`src/rtl/tlc_pkg.sv`:
```
package tlc_pkg;

  // Band index for a temperature: offsets below the window clamp to the
  // first band, offsets past the window clamp to the last band.
  function automatic int unsigned tlc_band_of(input int t, input int lo,
                                              input int step, input int n);
    int off;
    if (t < lo) return 0;
    off = (t - lo) / step;
    if (off > n - 1) return n - 1;
    return off;
  endfunction

  // True when a byte address falls inside the table window.
  function automatic logic tlc_in_window(input int addr, input int base,
                                         input int n);
    return (addr >= base) && (addr < base + n);
  endfunction

endpackage

```
`src/rtl/tlc_index.sv`:
```
module tlc_index #(
  parameter int TEMP_W  = 10,
  parameter int T_LOW   = -40,
  parameter int T_STEP  = 2,
  parameter int N_ENTRY = 72,
  localparam int IDX_W  = $clog2(N_ENTRY)
) (
  input  logic signed [TEMP_W-1:0] temp_i,
  output logic        [IDX_W-1:0]  idx_o
);
  import tlc_pkg::*;

  always_comb begin
    idx_o = IDX_W'(tlc_band_of(int'(temp_i), T_LOW, T_STEP, N_ENTRY));
  end

endmodule

```
`src/rtl/tlc_regs.sv`:
```
module tlc_regs #(
  parameter int NUM_CH     = 2,
  parameter int CODE_W     = 8,
  parameter int ADDR_W     = 8,
  parameter int PAGE_W     = 2,
  parameter int N_ENTRY    = 72,
  parameter int CTRL_PAGE  = 1,
  parameter int TBL_PAGE0  = 2,
  parameter int CTRL_ADDR  = 'h80,
  parameter int MAN_ADDR0  = 'h82,
  parameter int TBL_BASE   = 'h80,
  localparam int IDX_W     = $clog2(N_ENTRY)
) (
  input  logic                           clk_i,
  input  logic                           rst_ni,
  input  logic                           wr_en_i,
  input  logic [PAGE_W-1:0]              wr_page_i,
  input  logic [ADDR_W-1:0]              wr_addr_i,
  input  logic [CODE_W-1:0]              wr_data_i,
  output logic                           auto_en_o,
  output logic [NUM_CH-1:0][CODE_W-1:0]  man_q_o,
  output logic [NUM_CH-1:0]              man_we_o,
  output logic [NUM_CH-1:0]              tbl_we_o,
  output logic [IDX_W-1:0]               tbl_entry_o
);
  import tlc_pkg::*;

  logic ctrl_page_hit;
  logic ctrl_we;
  logic in_window;

  assign ctrl_page_hit = wr_en_i && (wr_page_i == PAGE_W'(CTRL_PAGE));
  assign ctrl_we       = ctrl_page_hit && (wr_addr_i == ADDR_W'(CTRL_ADDR));
  assign in_window     = tlc_in_window(int'(wr_addr_i), TBL_BASE, N_ENTRY);
  assign tbl_entry_o   = IDX_W'(wr_addr_i - ADDR_W'(TBL_BASE));

  always_ff @(posedge clk_i or negedge rst_ni) begin
    if (!rst_ni)      auto_en_o <= 1'b0;
    else if (ctrl_we) auto_en_o <= wr_data_i[0];
  end

  for (genvar ch = 0; ch < NUM_CH; ch++) begin : g_ch
    assign man_we_o[ch] = ctrl_page_hit &&
                          (wr_addr_i == ADDR_W'(MAN_ADDR0 + ch));
    assign tbl_we_o[ch] = wr_en_i && in_window &&
                          (wr_page_i == PAGE_W'(TBL_PAGE0 + ch));

    always_ff @(posedge clk_i or negedge rst_ni) begin
      if (!rst_ni)           man_q_o[ch] <= '0;
      else if (man_we_o[ch]) man_q_o[ch] <= wr_data_i;
    end
  end

endmodule

```
`src/rtl/tlc_table_bank.sv`:
```
module tlc_table_bank #(
  parameter int NUM_CH  = 2,
  parameter int CODE_W  = 8,
  parameter int N_ENTRY = 72,
  localparam int IDX_W  = $clog2(N_ENTRY)
) (
  input  logic                           clk_i,
  input  logic                           rst_ni,
  input  logic [NUM_CH-1:0]              we_i,
  input  logic [IDX_W-1:0]               wr_entry_i,
  input  logic [CODE_W-1:0]              wr_data_i,
  input  logic [IDX_W-1:0]               rd_idx_i,
  output logic [NUM_CH-1:0][CODE_W-1:0]  rd_data_o
);

  for (genvar ch = 0; ch < NUM_CH; ch++) begin : g_tbl
    logic [CODE_W-1:0] mem_q [N_ENTRY];

    always_ff @(posedge clk_i or negedge rst_ni) begin
      if (!rst_ni) begin
        for (int e = 0; e < N_ENTRY; e++) mem_q[e] <= '0;
      end else if (we_i[ch]) begin
        mem_q[wr_entry_i] <= wr_data_i;
      end
    end

    assign rd_data_o[ch] = mem_q[rd_idx_i];
  end

endmodule

```
`src/rtl/tlc_out_stage.sv`:
```
module tlc_out_stage #(
  parameter int NUM_CH = 2,
  parameter int CODE_W = 8
) (
  input  logic                           clk_i,
  input  logic                           rst_ni,
  input  logic                           conv_i,
  input  logic                           auto_en_i,
  input  logic [NUM_CH-1:0]              man_we_i,
  input  logic [NUM_CH-1:0][CODE_W-1:0]  man_q_i,
  input  logic [CODE_W-1:0]              wr_data_i,
  input  logic [NUM_CH-1:0][CODE_W-1:0]  tbl_rd_i,
  output logic [NUM_CH-1:0][CODE_W-1:0]  code_q_o
);

  for (genvar ch = 0; ch < NUM_CH; ch++) begin : g_out
    always_ff @(posedge clk_i or negedge rst_ni) begin
      if (!rst_ni) begin
        code_q_o[ch] <= '0;
      end else if (auto_en_i) begin
        if (conv_i) code_q_o[ch] <= tbl_rd_i[ch];
      end else if (man_we_i[ch]) begin
        code_q_o[ch] <= wr_data_i;
      end else if (conv_i) begin
        code_q_o[ch] <= man_q_i[ch];
      end
    end
  end

endmodule

```
`src/rtl/temp_lut_ctrl.sv`:
```
module temp_lut_ctrl #(
  parameter int TEMP_W  = 10,
  parameter int CODE_W  = 8,
  parameter int T_LOW   = -40,
  parameter int T_STEP  = 2,
  parameter int N_ENTRY = 72
) (
  input  logic                     clk_i,
  input  logic                     rst_ni,
  input  logic signed [TEMP_W-1:0] temp_i,
  input  logic                     conv_done_i,
  input  logic                     wr_en_i,
  input  logic [1:0]               wr_page_i,
  input  logic [7:0]               wr_addr_i,
  input  logic [CODE_W-1:0]        wr_data_i,
  output logic [CODE_W-1:0]        code0_o,
  output logic [CODE_W-1:0]        code1_o
);
  localparam int NUM_CH = 2;
  localparam int IDX_W  = $clog2(N_ENTRY);

  logic [IDX_W-1:0]              band_idx;
  logic                          auto_en;
  logic [NUM_CH-1:0][CODE_W-1:0] man_q;
  logic [NUM_CH-1:0]             man_we;
  logic [NUM_CH-1:0]             tbl_we;
  logic [IDX_W-1:0]              tbl_entry;
  logic [NUM_CH-1:0][CODE_W-1:0] tbl_rd;
  logic [NUM_CH-1:0][CODE_W-1:0] code_q;

  tlc_index #(
    .TEMP_W(TEMP_W), .T_LOW(T_LOW), .T_STEP(T_STEP), .N_ENTRY(N_ENTRY)
  ) u_index (
    .temp_i(temp_i), .idx_o(band_idx)
  );

  tlc_regs #(
    .NUM_CH(NUM_CH), .CODE_W(CODE_W), .ADDR_W(8), .PAGE_W(2),
    .N_ENTRY(N_ENTRY)
  ) u_regs (
    .clk_i(clk_i), .rst_ni(rst_ni), .wr_en_i(wr_en_i),
    .wr_page_i(wr_page_i), .wr_addr_i(wr_addr_i), .wr_data_i(wr_data_i),
    .auto_en_o(auto_en), .man_q_o(man_q), .man_we_o(man_we),
    .tbl_we_o(tbl_we), .tbl_entry_o(tbl_entry)
  );

  tlc_table_bank #(
    .NUM_CH(NUM_CH), .CODE_W(CODE_W), .N_ENTRY(N_ENTRY)
  ) u_bank (
    .clk_i(clk_i), .rst_ni(rst_ni), .we_i(tbl_we), .wr_entry_i(tbl_entry),
    .wr_data_i(wr_data_i), .rd_idx_i(band_idx), .rd_data_o(tbl_rd)
  );

  tlc_out_stage #(
    .NUM_CH(NUM_CH), .CODE_W(CODE_W)
  ) u_out (
    .clk_i(clk_i), .rst_ni(rst_ni), .conv_i(conv_done_i),
    .auto_en_i(auto_en), .man_we_i(man_we), .man_q_i(man_q),
    .wr_data_i(wr_data_i), .tbl_rd_i(tbl_rd), .code_q_o(code_q)
  );

  assign code0_o = code_q[0];
  assign code1_o = code_q[1];

endmodule

```
`config.mk`:
```
export PLATFORM = sky130hd
export DESIGN_NAME = temp_lut_ctrl
export DESIGN_NICKNAME = d
export VERILOG_FILES = /design/src/rtl/tlc_pkg.sv /design/src/rtl/tlc_index.sv /design/src/rtl/tlc_regs.sv /design/src/rtl/tlc_table_bank.sv /design/src/rtl/tlc_out_stage.sv /design/src/rtl/temp_lut_ctrl.sv
export SDC_FILE = /design/constraint.sdc
export NUM_CORES = 2
export LEC_CHECK = 0
export BUFFER_PORTS_ARGS = -buffer_cell sky130_fd_sc_hd__clkbuf_2
export CAP_MARGIN = 20
export CORE_MARGIN = 3
export CORE_UTILIZATION = 35
export DETAILED_ROUTE_END_ITERATION = 6
export MAX_ROUTING_LAYER = met4
export PLACE_DENSITY_LB_ADDON = 0.05
export SYNTH_ARGS = -nofsm -noshare
export SYNTH_HDL_FRONTEND = slang
export SYNTH_SLANG_ARGS = --single-unit
```
`constraint.sdc`:
```
create_clock -name clk_i -period 1.9 [get_ports clk_i]
set_clock_uncertainty 0.15 [all_clocks]
set_input_delay 0.475 -clock clk_i [delete_from_list [all_inputs] [get_ports clk_i]]
set_output_delay 0.475 -clock clk_i [all_outputs]
set_load 0.01 [all_outputs]
```
==> flow_summary.yaml <==
synth:
  synth_cells: 4608
  yosys.cell_types.count: 85
  synthesis.area_mm2: 0.0562
  ys_seq_area_share_pct: 52.8
  yosysWarnings: 0
  synth_area_leader_cell: "dfrtp_1"
  ys_ff_latch: 1185
  netlist.area_leader.share_pct: 52.8
  synth_flop_cell: "dfrtp_1"
  async_flop_share_pct: 100
  synth_edf_count: 0
  avgSynthCellArea_um2: 12.2
  synthTopCellsByCount: "mux2_2 (1229), dfrtp_1 (1185), nand2_1 (448), clkbuf_1 (267), mux2i_1 (181)"
  synth_nets: 4651
  synth_most_common_cell: "mux2_2"
  synth.area.top_cells: "dfrtp_1 (53%), mux2_2 (25%), mux2i_1 (3.2%)"
global_route:
  first_global_vias: 43731
  overflow: 0
  antenna_found_initial: 9
  grt_pass1_wl_um: 328000
  grt_max_degree: 95
  track_usage_pct: 28.1
die:
  core.rowCount: 146
  core_area_mm2: 0.159
  die_h_um: 407
  fp.dieW_um: 407
  die-area_mm2: 0.165
  initial_core_util_pct: 35.4
  io_pins: 48
setup_path:
  start_kind: "primary input"
  worst-path-max-fanout: 8
  rrSetupSlack_ps: -310
  r2r_cells: 7
  crit_end: "u_out.code_q_o[14]$_DFFE_PN0P_"
  cp_data_required_time_ps: 2400
  reg2reg_from: "u_bank.g_tbl[0].mem_q[4]$_DFFE_PN0P_"
  cp.arrival_ps: 5770
  path_class: "primary input to register"
  end_kind: "register"
  crit_start: "temp_i[4]"
  rr_endpoint: "u_out.code_q_o[4]$_DFFE_PN0P_"
clock_network:
  path_clk_slew_ps: 60
  ctsHtreeMaxLevel: 4
  cts_buffers: 140
  cts_sinks: 1185
  clkLatencyLatePin_ps: 770
  clock_path_buffers: 3
  cts_tree: "built"
  cts-root-buf: "clkbuf_16"
sta:
  setup_violations: 1131
  slew_headroom_pct: 38.2
  tns_ps: -205390
  slew_violations: 0
  finalHoldViolCount: 0
  rsz0062_at_grt: "true"
  tightest_slew_ps: 919
  post-route-period-util_pct: 277
  fin_ws_ps: -3370
  max_freq_mhz: 190
  min_period_ps: 5270
  whs_ps: 201
final_layout:
  synthToLayoutAreaGrowth_pct: 39.6
  nets: 5510
  drive_above_1_share_pct: 50.6
routing:
  route.vias.total: 42851
  ant_nets: 0
  wl_per_cell_um: 29.7
  drt_iter0_markers: 3540
  routed_wl_um: 227000
  drtPass1Iterations: 7
  drc_errors: 6
  viasPerCell: 5.59
job:
  cap_violations: 0
worst_hold_path:
  hold_class: "primary input to async pin"
pwr:
  leakagePower_nw: 36.5
  p_per_area_mw_per_mm2: 777
  total_power_mw: 60.9
  ir_drop_v: 0.000908
placed_design:
  portBuffers: 47
  place_congestion: 0.900
  dp_hpwl_um: 159000
run_status:
  failed_checks: "design-rule violations, negative setup slack"
  status: "complete, but fails checks"
-- metrics by stage --
step	instance area, µm²	setup slack, ps	std cells	utilization (%)
2_1_floorplan	59500	-3910	4608	-
3_5_place_dp	70500	-4890	7272	44.4
5_1_grt	78400	-3480	7654	49.4
6_report	78500	-3370	7659	49.4
4_1_cts	77400	-3300	7631	48.7
3_3_place_gp	70500	-4840	7271	44.4
-- routing by layer --
layer	part of all wire [%]	wire length [µm]	track usage, %
met2	45	102000	42.0
met4	2.6	5930	6.95
met5	0	0	-
met3	5.0	11400	4.06
met1	48	108000	40.2
-- placed cells by master, fill, tap and decap left out, types with 37 or more instances in the layout --
cell type,count
buf_12,251
nand2_1,402
mux2i_1,159
buf_4,647
a221oi_1,39
nand3_1,119
buf_6,102
mux2_4,583
clkbuf_1,38
nor2_1,64
o221ai_1,37
a21oi_1,166
mux2_2,646
nor2_4,75
dfrtp_1,1174
clkbuf_16,149
o21ai_0,119
-- how the worst min path moves through the flow --
stage                 from                                     end  slack, ps  cells after the start
floorplan           rst_ni    u_bank.g_tbl[0].mem_q[0]$_DFFE_PN0P_         30                      0
global placement    rst_ni   u_bank.g_tbl[1].mem_q[55]$_DFFE_PN0P_        170                      1
detailed placement  rst_ni   u_bank.g_tbl[1].mem_q[39]$_DFFE_PN0P_        170                      1
CTS                 rst_ni  u_bank.g_tbl[1].mem_q[361]$_DFFE_PN0P_        160                      3
global route        rst_ni  u_bank.g_tbl[1].mem_q[361]$_DFFE_PN0P_        190                      3
finish              rst_ni  u_bank.g_tbl[1].mem_q[358]$_DFFE_PN0P_        200                      3
-- where the power goes --
group / leakage [nW] / switching [mW] / internal [mW]
combinational: 17.7 / 4.73 / 3.08
clock: 2.27 / 11.3 / 16.1
sequential: 16.5 / 0.197 / 25.5
-- sequential cells by signal (all words and copies together) (netlist names) --
name,flops
u_bank.g_tbl.mem_q,1152
u_out.code_q_o,16
u_regs.man_q_o,16
u_regs.auto_en_o,1
-- final cells by class --
type                       count  area (µm²)
antenna                       11        27.5
clock buffer                 214        4190
clock inverter                37         470
fill                       14060       80500
inverter                      24        90.1
multi-input combinational   3057       29700
sequential                  1185       29700
tap                         2072        2590
timing repair buffer        1059       11800
-- logic make-up after synthesis --
kind of cell | Yosys count | share of synthesized area, %
mux | 1410 | 27.8
flops | 1185 | 52.8
simple gates | 891 | 7.06
compound gates | 733 | 9.13
buf+inv | 366 | 2.77
xor+xnor | 12 | 0.187
fa+ha+maj | 11 | 0.245
-- critical path, cell delays in order --
cell       delay [ps]
buf_8             100
a21oi_4           150
o21a_4            140
and2_4            130
ha_4              160
ha_4              130
and2_4            150
nand3_4            70
buf_4             150
or3_4             340
ha_4              270
or4b_4            450
or4_4             440
buf_6             140
or2_4             250
o31ai_4           240
buf_12            160
o21ai_4           160
buf_6             210
a221o_1           340
o211ai_1          460
o2111ai_2         230
a32oi_2           310
nand2b_1           80
-- what timing repair did --
item                                     CTS  global route
hold buffers                              10             0
pin swaps                                126            84
setup buffers                            102            31
resized for setup                        258           222
cloned                                     4             4
endpoints found under the setup margin   981          1131
hold endpoints to repair                1119             0
Power figures use the tool's default switching activity.
